### src/rtl/dram_ref_pkg.sv
package dram_ref_pkg;

    typedef enum logic [2:0] {
        ST_IDLE,
        ST_REQ,
        ST_CASLEAD,
        ST_RASLOW,
        ST_PRECHG
    } cbr_state_e;

    typedef struct packed {
        logic drive;
        logic ras_n;
        logic cas_n;
        logic we_n;
    } strobe_t;

    function automatic strobe_t strobe_for(cbr_state_e s);
        strobe_t r;
        r = '{drive: 1'b0, ras_n: 1'b1, cas_n: 1'b1, we_n: 1'b1};
        case (s)
            ST_CASLEAD: r = '{drive: 1'b1, ras_n: 1'b1, cas_n: 1'b0, we_n: 1'b1};
            ST_RASLOW:  r = '{drive: 1'b1, ras_n: 1'b0, cas_n: 1'b0, we_n: 1'b1};
            ST_PRECHG:  r = '{drive: 1'b1, ras_n: 1'b1, cas_n: 1'b1, we_n: 1'b1};
            default:    r = '{drive: 1'b0, ras_n: 1'b1, cas_n: 1'b1, we_n: 1'b1};
        endcase
        return r;
    endfunction

    function automatic int max2(int a, int b);
        return (a > b) ? a : b;
    endfunction

endpackage

### src/rtl/ref_timer.sv
module ref_timer #(
    parameter int STARTUP_CYC  = 20000,
    parameter int INTERVAL_CYC = 1560
) (
    input  logic clk,
    input  logic rst,
    output logic start_done,
    output logic tick
);
    localparam int SW = $clog2(STARTUP_CYC + 1);
    localparam int IW = $clog2(INTERVAL_CYC + 1);
    localparam logic [SW-1:0] S_LAST = SW'(STARTUP_CYC - 1);
    localparam logic [IW-1:0] I_LAST = IW'(INTERVAL_CYC - 1);

    logic [SW-1:0] st_cnt;
    logic [IW-1:0] iv_cnt;
    logic          running;

    assign start_done = !running && (st_cnt == S_LAST);
    assign tick       = running && (iv_cnt == I_LAST);

    always_ff @(posedge clk) begin
        if (rst) begin
            st_cnt  <= '0;
            iv_cnt  <= '0;
            running <= 1'b0;
        end else if (!running) begin
            if (start_done) running <= 1'b1;
            else            st_cnt  <= st_cnt + 1'b1;
        end else begin
            iv_cnt <= tick ? '0 : iv_cnt + 1'b1;
        end
    end
endmodule

### src/rtl/ref_backlog.sv
module ref_backlog #(
    parameter int INIT_REFRESHES = 8,
    parameter int MAX_PENDING    = 4,
    parameter int CW             = 4
) (
    input  logic          clk,
    input  logic          rst,
    input  logic          load_init,
    input  logic          tick,
    input  logic          take,
    output logic          avail,
    output logic [CW-1:0] pending
);
    localparam logic [CW-1:0] CAP  = CW'(MAX_PENDING);
    localparam logic [CW-1:0] INIT = CW'(INIT_REFRESHES);

    logic inc;
    assign inc   = tick && (pending < CAP);
    assign avail = (pending != '0);

    always_ff @(posedge clk) begin
        if (rst)            pending <= '0;
        else if (load_init) pending <= INIT;
        else if (inc && !take) pending <= pending + 1'b1;
        else if (!inc && take) pending <= pending - 1'b1;
    end
endmodule

### src/rtl/cbr_engine.sv
module cbr_engine
    import dram_ref_pkg::*;
#(
    parameter int CAS_LEAD_CYC = 1,
    parameter int RAS_LOW_CYC  = 6,
    parameter int PRE_CYC      = 4
) (
    input  logic    clk,
    input  logic    rst,
    input  logic    avail,
    input  logic    gnt,
    output logic    req,
    output logic    take,
    output logic    done,
    output strobe_t strb
);
    localparam int PW = $clog2(max2(max2(CAS_LEAD_CYC, RAS_LOW_CYC), PRE_CYC) + 1);
    localparam logic [PW-1:0] L_LEAD = PW'(CAS_LEAD_CYC - 1);
    localparam logic [PW-1:0] L_LOW  = PW'(RAS_LOW_CYC - 1);
    localparam logic [PW-1:0] L_PRE  = PW'(PRE_CYC - 1);

    cbr_state_e    st, st_nx;
    logic [PW-1:0] cnt;
    logic          phase_end;

    always_comb begin
        case (st)
            ST_CASLEAD: phase_end = (cnt == L_LEAD);
            ST_RASLOW:  phase_end = (cnt == L_LOW);
            ST_PRECHG:  phase_end = (cnt == L_PRE);
            default:    phase_end = 1'b0;
        endcase
    end

    always_comb begin
        st_nx = st;
        take  = 1'b0;
        done  = 1'b0;
        case (st)
            ST_IDLE: if (avail) st_nx = ST_REQ;
            ST_REQ: if (gnt) begin
                st_nx = ST_CASLEAD;
                take  = 1'b1;
            end
            ST_CASLEAD: if (phase_end) st_nx = ST_RASLOW;
            ST_RASLOW:  if (phase_end) st_nx = ST_PRECHG;
            ST_PRECHG: if (phase_end) begin
                done = 1'b1;
                if (avail && gnt) begin
                    st_nx = ST_CASLEAD;
                    take  = 1'b1;
                end else if (avail) begin
                    st_nx = ST_REQ;
                end else begin
                    st_nx = ST_IDLE;
                end
            end
            default: st_nx = ST_IDLE;
        endcase
    end

    always_ff @(posedge clk) begin
        if (rst) begin
            st  <= ST_IDLE;
            cnt <= '0;
        end else begin
            st  <= st_nx;
            cnt <= (st_nx != st || phase_end) ? '0 : cnt + 1'b1;
        end
    end

    assign req  = (st == ST_REQ);
    assign strb = strobe_for(st);
endmodule

### src/rtl/dram_refresh_seq.sv
module dram_refresh_seq
    import dram_ref_pkg::*;
#(
    parameter int BANKS          = 2,
    parameter int STARTUP_CYC    = 20000,
    parameter int INTERVAL_CYC   = 1560,
    parameter int INIT_REFRESHES = 8,
    parameter int MAX_PENDING    = 4,
    parameter int CAS_LEAD_CYC   = 1,
    parameter int RAS_LOW_CYC    = 6,
    parameter int PRE_CYC        = 4
) (
    input  logic             clk,
    input  logic             rst,
    input  logic             ref_gnt,
    output logic             ref_req,
    output logic             seq_drive,
    output logic [BANKS-1:0] ras_n,
    output logic [BANKS-1:0] cas_n,
    output logic             we_n,
    output logic             ready
);
    localparam int CW = $clog2(max2(INIT_REFRESHES, MAX_PENDING) + 1);
    localparam int NW = $clog2(INIT_REFRESHES + 1);
    localparam logic [NW-1:0] INIT_N = NW'(INIT_REFRESHES);

    logic          start_done, tick, take, done, avail;
    logic [CW-1:0] pending;
    logic [NW-1:0] init_left;
    strobe_t       strb;

    ref_timer #(.STARTUP_CYC(STARTUP_CYC), .INTERVAL_CYC(INTERVAL_CYC)) u_timer (
        .clk(clk), .rst(rst), .start_done(start_done), .tick(tick)
    );

    ref_backlog #(.INIT_REFRESHES(INIT_REFRESHES), .MAX_PENDING(MAX_PENDING), .CW(CW)) u_backlog (
        .clk(clk), .rst(rst), .load_init(start_done), .tick(tick), .take(take),
        .avail(avail), .pending(pending)
    );

    cbr_engine #(.CAS_LEAD_CYC(CAS_LEAD_CYC), .RAS_LOW_CYC(RAS_LOW_CYC), .PRE_CYC(PRE_CYC)) u_engine (
        .clk(clk), .rst(rst), .avail(avail), .gnt(ref_gnt),
        .req(ref_req), .take(take), .done(done), .strb(strb)
    );

    always_ff @(posedge clk) begin
        if (rst) begin
            init_left <= INIT_N;
            ready     <= 1'b0;
        end else if (done && !ready) begin
            init_left <= init_left - 1'b1;
            if (init_left == NW'(1)) ready <= 1'b1;
        end
    end

    for (genvar b = 0; b < BANKS; b++) begin : g_bank
        assign ras_n[b] = strb.ras_n;
        assign cas_n[b] = strb.cas_n;
    end

    assign we_n      = strb.we_n;
    assign seq_drive = strb.drive;
endmodule

### config.mk
export PLATFORM = sky130hd
export DESIGN_NAME = dram_refresh_seq
export DESIGN_NICKNAME = d
export VERILOG_FILES = /design/src/rtl/dram_ref_pkg.sv /design/src/rtl/ref_timer.sv /design/src/rtl/ref_backlog.sv /design/src/rtl/cbr_engine.sv /design/src/rtl/dram_refresh_seq.sv
export SDC_FILE = /design/constraint.sdc
export NUM_CORES = 1
export LEC_CHECK = 0
export BUFFER_PORTS_ARGS = -buffer_cell sky130_fd_sc_hd__buf_2
export CORE_ASPECT_RATIO = 0.6
export CORE_MARGIN = 3
export CORE_UTILIZATION = 45
export CTS_BUF_LIST = sky130_fd_sc_hd__clkbuf_16
export DETAILED_ROUTE_END_ITERATION = 10
export SKIP_CTS_REPAIR_TIMING = 1
export SYNTH_ARGS = -nofsm -noshare
export SYNTH_HDL_FRONTEND = slang
export SYNTH_SLANG_ARGS = --single-unit
### constraint.sdc
create_clock -name clk -period 4.6 [get_ports clk]
set_input_delay 0.92 -clock clk [delete_from_list [all_inputs] [get_ports clk]]
set_output_delay 0.92 -clock clk [all_outputs]
set_load 0.02 [all_outputs]
==> results.md, run 1 <==
- Relative slew slack: 64.7%
- Number of H-tree branching levels: 2
- HPWL after DPL: 3.02 mm
- Count of pins over their slew limit: 0
- Die Outline Area: 5810 sq um
- Net switching power: 272 uW
- Synth Cell Area: 2210 sq um
- Layout filler cell count: 444
- Wire length of the first global-routing pass: 7.42 mm
- Top-Level Pins: 11
- RePlAce Congestion: 0.776
- Initial drt markers: 77
- Global route total overflow: 0
- Final period demand of the worst path: 2.96 ns
- Detailed Route WL: 4.18 mm
- Top cell type by total area after synthesis: dfxtp_1
- Mean number of vias per cell: 5.39
- Dominant cells by area after synthesis: dfxtp_1 (38%), nor2_1 (5.8%), ha_1 (5.1%)
- Number of optimization iterations in the first detailed-route pass: 4
- Run status: completed
- Share of total power in sequential cells: 46.0%
- Buffers added on ports: 9
- Worst flop-to-flop path startpoint: u_engine.st[2]$_SDFF_PP0_
- Critical path data required time: 4.77 ns
- EDFF count, synth: 0
- Number of buffers added by the clock tree synthesis step: 5
- Worst path setup slack after routing: 1.64 ns
- Core Region: 4660 sq um
- Worst Clk Skew: 0.00300 ns
- Unrepaired setup endpoints after global routing: no
- Sort of element at the end of the critical path: flop
- FF-to-FF setup slack: 1.64 ns
- GRT Overall Usage: 16.5%
- Vias post-DR: 1726
- Proportion of netlist area held by the largest area contributor: 38.1%
- Design internal power: 662 uW
- Mean routed wirelength per cell: 13.1 microns
- CP Max Fanout: 10
- Data arrival time of the worst path: 3.13 ns
- CP startpoint kind: flop
- Final setup violating endpoints: 0
- Number of antenna violations at the first check in global routing: 0
- Post-route setup TNS: 0 ns
- Row count: 19
- Final worst-path cycle share: 64.2%
- Clock insertion delay at the later pin of the skew report: 0.28 ns
- FMAX: 338 MHz
- Max Cap Viol: 0
- Final hold violation count: 0
- Synthesis-to-finish area growth: 8.79%
- Worst hold-check path type: reg2reg
- Primary FF master, synth: dfxtp_1
- DIE HEIGHT: 60.2 microns
- Leakage power total: 0.902 nW
- Switching part of the total power: 29.2%
- Ratio of total power to cell area: 389 nW/um^2
- Number of distinct library cells after synthesis: 56
- HP Start: u_engine.cnt[0]$_SDFF_PP0_
- Clock network power share: 35.0%
- Worst hold-check slack: 0.484 ns
- Worst-case clock buffer depth: 2
- Comb power frac: 19.0%
- Category of the critical setup timing path: reg2reg
- Post-layout nets: 269
- Vias in the first global route: 1562
- Placement-stage worst setup slack: 1.69 ns
- Post-DRT Antenna Nets: 0
- Num Clock Sinks: 42
- Maximum number of pins on one net before global-route repair: 30
- Mapped Avg Cell Area: 8.72 sq um
- Seq/Total Area, Yosys: 38.1%
- Fraction of layout instances using a drive strength above 1: 10.1%
- Hold depth: 1
- Worst-case vdd ir drop: 0.151 mV
- Horizontal die dimension: 96.4 microns
- R2r worst-path depth: 10
- Number of flip-flops and latches in the synthesized netlist: 42
- Yosys warning count: 0
- Tightest Pin Transition: 0.525 ns
- End of the worst hold path: u_engine.cnt[0]$_SDFF_PP0_
- Post-route DRC violation count: 0
- Critical register-to-register path endpoint: u_backlog.pending[3]$_SDFFE_PP0P_
- Synthesized netlist net count: 266
- Clock transition at the registers of the reported paths: 0.06 ns
- Count of mapped cells out of synthesis: 253
- Antenna diode count: 0
- CTS tree: done
- Proportion of synthesized flip-flops having asynchronous set or reset: 0%
- Clock root buffer: clkbuf_16
- Initial Utilization: 47.3%
## critical path, cell delays in order (launching register included)
cell and delay [ns]:
dfxtp_1 0.47, nand4bb_1 0.26, nor4_1 0.36, o21ai_0 0.17
ha_1 0.22, inv_1 0.13, ha_1 0.29, a21oi_1 0.19
a211oi_1 0.12, or4_1 0.46, and3_1 0.17
## power by group through the flow
stage	combinational, mW	clock, mW	sequential, mW
final	0.177	0.327	0.429
after global routing	0.201	0.355	0.437
after CTS	0.177	0.339	0.429
after detailed placement	0.177	0	0.436
after global placement	0.178	0	0.435
after floorplan	0.154	0	0.415
## state kept, by name, indices dropped and copies added, names as in the netlist
register           cells
init_left              4
ready                  1
u_backlog.pending      4
u_engine.cnt           3
u_engine.st            3
u_timer.iv_cnt        11
u_timer.running        1
u_timer.st_cnt        15
## synth_stat cells (2+ instances only)
cell type and number:
clkbuf_1 8, nor4_1 9, nor3b_1 2, and3_1 5
nand3_1 8, a211oi_1 2, o211ai_1 2, a21oi_1 13
or3_1 3, nand3b_1 3, inv_1 11, ha_1 9
nand4_1 6, o31ai_1 3, dfxtp_1 42, or2_2 3
o21ai_1 2, mux2_1 2, nor2b_1 3, o21ai_0 3
and4_1 3, nor2_1 34, nand2_1 16, nor3_1 5
or4_1 4, xor2_1 8, buf_4 3, xnor2_1 12
or4_4 2
## worst max-delay path by stage
stage                              startpoint                           endpoint  slack, ns  cells after the start
global placement    u_engine.st[1]$_SDFF_PP0_  u_backlog.pending[3]$_SDFFE_PP0P_       1.78                     10
CTS                 u_engine.st[2]$_SDFF_PP0_  u_backlog.pending[3]$_SDFFE_PP0P_       1.69                     10
detailed placement  u_engine.st[2]$_SDFF_PP0_  u_backlog.pending[3]$_SDFFE_PP0P_       1.69                     10
global route        u_engine.st[2]$_SDFF_PP0_  u_backlog.pending[3]$_SDFFE_PP0P_       1.36                     10
floorplan           u_engine.st[0]$_SDFF_PP0_  u_backlog.pending[3]$_SDFFE_PP0P_       1.61                     11
finish              u_engine.st[2]$_SDFF_PP0_  u_backlog.pending[3]$_SDFFE_PP0P_       1.64                     10
## layout by cell type, fill, tap and decap left out, types with 2 or more instances in the layout
cell type  Yosys  routed
o21ai_0        3       3
nor2_1        34      34
and4_1         3       3
xnor2_1       12      12
mux2_1         2       2
ha_1           9       9
dfxtp_1       42      42
o21ai_1        2       2
nand3b_1       3       3
nand4_1        6       6
inv_1         11      12
nor4_1         9       9
a211oi_1       2       2
or4_4          2       2
or2_2          3       3
nor3b_1        2       2
o211ai_1       2       2
nand2_1       16      16
buf_2          0       9
clkbuf_16      0       5
xor2_1         8       8
or3_1          3       3
a21oi_1       13      13
nor2b_1        3       3
and3_1         5       5
or4_1          4       4
nor3_1         5       5
nand3_1        8       8
o31ai_1        3       3
## stage by stage
stage                     utilization, %  instances  cell area (sq um)  power [mW]
after global placement              48.5        312               2260       0.613
after floorplan                        -        253               2210       0.569
after CTS                           51.5        320               2400       0.944
final                               51.5        320               2400       0.934
after global routing                51.5        320               2400       0.993
after detailed placement            48.5        312               2260       0.613
## routing by layer
| layer | up-vias | wire length [microns] | share of wire (%) | global-route usage, % |
|---|---|---|---|---|
| li1 | 915 | - | - | - |
| met1 | 785 | 2410 | 58 | 25.4 |
| met2 | 24 | 1580 | 38 | 22.7 |
| met3 | 2 | 168 | 4.0 | 4.15 |
| met4 | 0 | 14 | 0.34 | 4.19 |
| met5 | - | 0 | 0 | 0 |
## final cells by class
| type | instances | area, sq um | share of cell area [%] |
|---|---|---|---|
| well taps | 63 | 78.8 | 3.28 |
| flip-flops and latches | 42 | 841 | 35.0 |
| multi-input cells | 187 | 1260 | 52.3 |
| clock buffers | 5 | 125 | 5.21 |
| repair buffers | 9 | 45.0 | 1.88 |
| clock inverters | 3 | 12.5 | 0.521 |
| inverters | 11 | 41.3 | 1.72 |
## cell families after synthesis
| family | after synthesis | share of synthesized area, % |
|---|---|---|
| buffers and inverters | 24 | 4.93 |
| DFF | 42 | 38.1 |
| other | 1 | 0.170 |
| AOI/OAI and AO/OA | 38 | 12.5 |
| xor gates and xnor gates | 20 | 7.94 |
| adders and majority gates | 10 | 6.01 |
| muxes | 3 | 1.47 |
| and+or+nand+nor | 115 | 28.9 |
Power figures use the tool's default switching activity.
==> run 2: changes to the inputs <==
Settings changed: ABC_AREA set to 1.
Clock period 4.6 ns to 2.7 ns, I/O delays scaled along.
==> results.md, run 2 <==
- Run status: completed
- Post-DRT Antenna Nets: 0 (unchanged)
- CP Max Fanout: 6 (-4)
- Number of optimization iterations in the first detailed-route pass: 4 (unchanged)
- # placed instances: 390 (+25%)
- Share of total power in sequential cells: 41.3% (-4.7 points)
- Global route total overflow: 0 (unchanged)
- Sort of element at the end of the critical path: flop
- Switching part of the total power: 29.8% (+0.68 points)
- Clock transition at the registers of the reported paths: 0.06 ns (about the same)
- Maximum number of pins on one net before global-route repair: 18 (-40%)
- Vias post-DR: 1952 (+13%)
- Yosys warning count: 0 (unchanged)
- Proportion of synthesized flip-flops having asynchronous set or reset: 0% (unchanged)
- Uppermost metal layer occupied by signal nets: met4
- Buffers added on ports: 9 (unchanged)
- Count of mapped cells out of synthesis: 324 (+28%)
- Layout filler cell count: 466 (+5.0%)
- Data arrival time of the worst path: 2.63 ns (-0.50 ns)
- CTS tree: done
- Number of distinct library cells after synthesis: 29 (-48%)
- DIE HEIGHT: 60.9 microns (+1.1%)
- Vias in the first global route: 1722 (+10%)
- Initial drt markers: 109 (+42%)
- Row count: 19 (unchanged)
- Num Clock Sinks: 42 (unchanged)
- Post-layout nets: 347 (+29%)
- Mean number of vias per cell: 4.90 (-9.1%)
- Detailed Route WL: 4.79 mm (+15%)
- CP startpoint kind: flop
- Ratio of total power to cell area: 690 nW/um^2 (+77%)
- Top Registers: u_timer.st_cnt x15, u_timer.iv_cnt x11
- Max Cap Viol: 0 (unchanged)
- Count of pins over their slew limit: 0 (unchanged)
- Leakage power total: 1.03 nW (+14%)
- Initial Utilization: 48.0% (+0.66 points)
- Number of flip-flops under the largest register name: 15 (unchanged)
- Dominant cells by area after synthesis: dfxtp_1 (37%), nand2_1 (12%), nor2_1 (7.0%)
- Mean routed wirelength per cell: 12.0 microns (-7.8%)
- Layout Cells excl Fill: 398 (+24%)
- Routed wl met3: 351 microns (+110%)
- Synth Cell Area: 2260 sq um (+2.4%)
- Top cell type by total area after synthesis: dfxtp_1
- FMAX: 405 MHz (+20%)
- Worst Clk Skew: 0.00585 ns (+0.00286 ns)
- Most common cell after layout, fill and taps aside: nand2_1
- Number of H-tree branching levels: 2 (unchanged)
- Worst-case vdd ir drop: 0.332 mV (+120%)
- Synth top cells by count: nand2_1 (71), dfxtp_1 (42), nor2_1 (42)
- Top-Level Pins: 11 (unchanged)
- Clock network power share: 38.2% (+3.2 points)
- Category of the critical setup timing path: reg2reg
- Core Region: 4710 sq um (+1.0%)
- Wire length of the first global-routing pass: 8.14 mm (+9.7%)
- Net switching power: 521 uW (+91%)
- Final worst-path cycle share: 91.4% (+27 points)
- EDFF count, synth: 0 (unchanged)
- Synthesized netlist net count: 337 (+27%)
- Post-route DRC violation count: 0 (unchanged)
- Comb power frac: 20.5% (+1.5 points)
- Proportion of netlist area held by the largest area contributor: 37.2% (-0.91 points)
- HPWL after DPL: 3.53 mm (+17%)
- Mapped Avg Cell Area: 6.97 sq um (-20%)
- Worst hold-check path type: reg2reg
- Number of buffers added by the clock tree synthesis step: 5 (unchanged)
- Final design utilization: 53.8% (+2.3 points)
- Die Outline Area: 5940 sq um (+2.2%)
- Routed met2 length: 1.65 mm (+3.9%)
- Antenna diode count: 0 (unchanged)
- Number of antenna violations at the first check in global routing: 0 (unchanged)
- Post-route setup TNS: 0 ns (unchanged)
- GRT Overall Usage: 17.3% (+0.71 points)
- Worst-case clock buffer depth: 2 (unchanged)
- Fraction of layout instances using a drive strength above 1: 11.3% (+1.2 points)
- Primary FF master, synth: dfxtp_1
- Horizontal die dimension: 97.5 microns (+1.1%)
- Final hold violation count: 0 (unchanged)
- Final setup violating endpoints: 0 (unchanged)
- Placed Instance Area: 2350 sq um (+4.0%)
- Seq/Total Area, Yosys: 37.2% (-0.91 points)
- Clock insertion delay at the later pin of the skew report: 0.28 ns (about the same)
- Number of flip-flops and latches in the synthesized netlist: 42 (unchanged)
- Unrepaired setup endpoints after global routing: no
- Worst hold-check slack: 0.465 ns (-0.0191 ns)
- Post-route standard cell area excluding fillers: 2530 sq um (+5.6%)
- Clock root buffer: clkbuf_16
- Top-count cell post-synth: nand2_1
- Sum of routed wire segments on met1: 2.76 mm (+14%)
- RePlAce Congestion: 0.932 (+20%)
- Commonest cells after routing, fill and taps aside: nand2_1 (71), nor2_1 (40), dfxtp_1 (39), inv_1 (37), a21oi_1 (28)
- Final period demand of the worst path: 2.47 ns (-0.487 ns)
- Critical path data required time: 2.86 ns (-1.91 ns)
- Design internal power: 1.23 mW (+85%)
- Top register by number of flip-flops: u_timer.st_cnt
- Synthesis-to-finish area growth: 12.1%
-- run 2: cell count changes in the layout (fill, tap and decap cells not counted), moves of 6 or more --
cell	delta
inv_1	+25
nor2_1	+6
nand2_1	+55
inv_2	+6
nand3_1	+10
o21ai_0	+7
a21oi_1	+15
nor4_1	-7
-- run 2: per-stage QoR --
| stage | power (mW) | setup WS (ns) |
|---|---|---|
| floorplan | 0.986 | 0.308 |
| global route | 1.85 | 0.00717 |
| finish | 1.75 | 0.232 |
| CTS | 1.74 | 0.133 |
| global placement | 1.07 | 0.276 |
| detailed placement | 1.07 | 0.164 |
-- run 2: cell type report --
cell class                      count  area (sq um)  share of cell area (%)
Inverter                           41           154                    6.07
Tap cell                           63          78.8                    3.11
Multi-Input combinational cell    233          1230                    48.6
Timing Repair Buffer               11          60.1                    2.37
Sequential cell                    42           847                    33.4
Clock inverter                      3          37.5                    1.48
Clock buffer                        5           125                    4.94
-- run 2: metal layers --
metal	global-route usage (%)	up-vias
met5	0	-
met4	6.11	0
met3	4.13	5
met2	22.5	50
met1	26.9	842
li1	-	1055
-- run 2: worst paths after layout --
| check | end | slack (ns) | startpoint | depth (start not counted) |
|---|---|---|---|---|
| setup / recovery | u_backlog.pending[3]$_SDFFE_PP0P_ | 0.23 | u_engine.st[0]$_SDFF_PP0_ | 17 |
| hold / removal | u_engine.cnt[0]$_SDFF_PP0_ | 0.46 | u_engine.cnt[0]$_SDFF_PP0_ | 1 |
| setup reg to reg | u_backlog.pending[3]$_SDFFE_PP0P_ | 0.23 | u_engine.st[0]$_SDFF_PP0_ | 17 |
| hold reg to reg | u_engine.cnt[0]$_SDFF_PP0_ | 0.46 | u_engine.cnt[0]$_SDFF_PP0_ | 1 |
-- run 2: kinds of logic (layout without fill, tap and decap cells) --
logic type,after synthesis,in the layout,synth area share [%]
xor gates and xnor gates,16,16,6.20
buffers and inverters,49,60,8.86
adders and majority gates,10,10,5.87
other,1,1,0.166
DFF,42,42,37.2
and+or+nand+nor,157,157,30.3
AOI/OAI and AO/OA,49,49,11.4
-- run 2: worst max-delay path, stage by stage (launching register included) --
cell and delay [ns]:
dfxtp_4 0.37, o21ai_2 0.16, nand2_1 0.10, nor2_1 0.09, nand2_1 0.08, nand2_2 0.12
nand3_1 0.10, o21ai_2 0.15, inv_1 0.06, ha_1 0.21, inv_2 0.09, ha_1 0.22
a21oi_1 0.15, nor2_1 0.05, nor2_1 0.12, xor2_1 0.08, a21oi_1 0.14, nor2_1 0.05
-- run 2: power by group through the flow --
stage	clock network, mW	logic (mW)	registers [mW]
after floorplan	0	0.275	0.710
final	0.668	0.358	0.722
after CTS	0.682	0.348	0.707
after detailed placement	0	0.346	0.720
after global routing	0.703	0.419	0.731
after global placement	0	0.354	0.720
==> run 3: changes to the inputs <==
--- a/config.mk
+++ b/config.mk
@@ -13,2 +13,3 @@
 export CTS_BUF_LIST = sky130_fd_sc_hd__clkbuf_16
+export CTS_CLUSTER_DIAMETER = 120
 export DETAILED_ROUTE_END_ITERATION = 10
==> constraint.sdc (replaced) <==
create_clock -name clk -period 2.7 [get_ports clk]
set_input_delay 0.27 -clock clk [delete_from_list [all_inputs] [get_ports clk]]
set_output_delay 0.27 -clock clk [all_outputs]
set_load 0.02 [all_outputs]
==> results.md, run 3 (synthesized netlist as in run 2, its figures left out) <==
- Run status: completed
- Mean number of vias per cell: 5.04 (+2.8%)
- Wire length of the first global-routing pass: 8.13 mm (-0.17%)
- Mean routed wirelength per cell: 12.0 microns (-0.50%)
- Tightest Pin Transition: 0.497 ns
- Number of flip-flops under the largest register name: 15 (unchanged)
- Critical path data required time: 2.86 ns (about the same)
- Sort of element at the end of the critical path: flop
- Max stage delay on crit path: 0.37 ns (about the same)
- Layout Cells excl Fill: 398 (unchanged)
- Initial drt markers: 136 (+25%)
- Clock root buffer: clkbuf_16
- Top Registers: u_timer.st_cnt x15, u_timer.iv_cnt x11
- Synthesis-to-finish area growth: 11.7%
- Library cell contributing the largest single delay on the critical path: dfxtp_4
- Unrepaired setup endpoints after global routing: no
- Buffers added on ports: 9 (unchanged)
- Net switching power: 517 uW (-0.94%)
- Data arrival time of the worst path: 2.57 ns (-0.06 ns)
- Cell mode on critical path: nor2_1
- Fraction of layout instances using a drive strength above 1: 11.9% (+0.60 points)
- Final Power: 1.65 mW (-5.4%)
- Number of buffers added by the clock tree synthesis step: 5 (unchanged)
- Final hold violation count: 0 (unchanged)
- CP Max Fanout: 6 (unchanged)
- Top-Level Pins: 11 (unchanged)
- Number of antenna violations at the first check in global routing: 0 (unchanged)
- Worst Clk Skew: 0.00692 ns (+0.00107 ns)
- Leakage power total: 1.01 nW (-1.6%)
- Comb power frac: 21.9% (+1.4 points)
- # placed instances: 389 (-0.26%)
- Placement-stage worst setup slack: 0.205 ns (+0.0418 ns)
- Design internal power: 1.14 mW (-7.3%)
- Worst hold-check path type: in2reg
- Switching part of the total power: 31.3% (+1.4 points)
- Maximum number of pins on one net before global-route repair: 18 (unchanged)
- Worst path setup slack after routing: 0.288 ns (+0.0560 ns)
- Commonest cells after routing, fill and taps aside: nand2_1 (70), nor2_1 (40), dfxtp_1 (39), inv_1 (36), a21oi_1 (28)
- RePlAce Congestion: 0.939 (+0.77%)
- Number of optimization iterations in the first detailed-route pass: 4 (unchanged)
- Post-route DRC violation count: 0 (unchanged)
- Initial Utilization: 48.0% (unchanged)
- Num Clock Sinks: 42 (unchanged)
- Post-route setup TNS: 0 ns (unchanged)
- Final setup violating endpoints: 0 (unchanged)
- HPWL after DPL: 3.53 mm (+0.25%)
- Antenna diode count: 0 (unchanged)
- Post-DRT Antenna Nets: 0 (unchanged)
- Post-layout nets: 347 (unchanged)
- Max Cap Viol: 0 (unchanged)
- GRT Overall Usage: 17.1% (-0.12 points)
- DIE HEIGHT: 60.9 microns (unchanged)
- CP startpoint kind: flop
- Horizontal die dimension: 97.5 microns (unchanged)
- Clock insertion delay at the later pin of the skew report: 0.28 ns (about the same)
- Most common cell after layout, fill and taps aside: nand2_1
- Worst-case clock buffer depth: 2 (unchanged)
- Cell-by-cell trace of the critical path: o21ai_2 > nand2_1 > nor2_1 > nand2_1 > nand2_2 > nand3_1 > o21ai_2 > inv_1 > ha_1 > inv_1 > ha_1 > a21oi_1 > nor2_1 > nor2_1 > xor2_1 > a21oi_1 > nor2_1
- CTS tree: done
- Global route total overflow: 0 (unchanged)
- Critical path buffers and inverters: 2 (unchanged)
- Worst hold-check slack: 0.378 ns (-0.0867 ns)
- Category of the critical setup timing path: reg2reg
- Clock network power share: 34.5% (-3.7 points)
- Clock transition at the registers of the reported paths: 0.06 ns (about the same)
- Final period demand of the worst path: 2.41 ns (-0.0560 ns)
- Vias post-DR: 2007 (+2.8%)
- Die Outline Area: 5940 sq um (unchanged)
- Core Region: 4710 sq um (unchanged)
- Cell family with the largest share of critical-path delay: simple AND/OR/NAND/NOR gates
- Worst-case vdd ir drop: 0.252 mV (-24%)
- Final worst-path cycle share: 89.3% (-2.1 points)
- Row count: 19 (unchanged)
- Top register by number of flip-flops: u_timer.st_cnt
- Number of H-tree branching levels: 2 (unchanged)
- Ratio of total power to cell area: 655 nW/um^2 (-5.1%)
- Vias in the first global route: 1765 (+2.5%)
- Detailed Route WL: 4.77 mm (-0.50%)
- Share of total power in sequential cells: 43.6% (+2.3 points)
- Relative slew slack: 66.6%
- FMAX: 415 MHz (+2.3%)
- Count of pins over their slew limit: 0 (unchanged)
## run 3: area by class of cell
class / count / area [sq um]
fill: 455 / 2180
inverter: 41 / 154
tap: 63 / 78.8
sequential: 42 / 850
timing repair buffer: 11 / 60.1
multi-input combinational: 233 / 1240
clock inverter: 3 / 16.3
clock buffer: 5 / 125
## run 3: metal layers
metal	vias up	GRT usage (%)	share of wire [%]
met5	-	0	0
met4	0	2.96	0.48
met3	2	4.25	7.9
met2	59	24.0	36
met1	885	26.6	56
li1	1061	-	-
## run 3: worst paths after layout
check | start | to | slack (ns) | depth (start not counted)
setup / recovery | u_engine.st[0]$_SDFF_PP0_ | u_backlog.pending[3]$_SDFFE_PP0P_ | 0.29 | 17
hold / removal | ref_gnt | u_engine.st[1]$_SDFF_PP0_ | 0.38 | 5
setup reg to reg | u_engine.st[0]$_SDFF_PP0_ | u_backlog.pending[3]$_SDFFE_PP0P_ | 0.29 | 17
hold reg to reg | u_engine.cnt[0]$_SDFF_PP0_ | u_engine.cnt[0]$_SDFF_PP0_ | 0.46 | 1
## run 3: power by group through the flow
stage	logic [mW]	registers, mW	clock network, mW
final	0.362	0.721	0.569
after global routing	0.417	0.729	0.617
after CTS	0.350	0.707	0.586
after detailed placement	0.346	0.721	0
after global placement	0.354	0.721	0
after floorplan	0.275	0.710	0
## run 3: tightest hold or removal path: stages
cell and delay [ns]:
buf_2 0.10, nand2_1 0.06, o21ai_2 0.07, o21ai_1 0.07, inv_1 0.05
## run 3: metrics by stage
step	util, %	area (sq um)
after floorplan	-	2260
after global placement	49.8	2340
after detailed placement	49.8	2340
after CTS	52.8	2490
after global routing	53.6	2520
final	53.6	2520
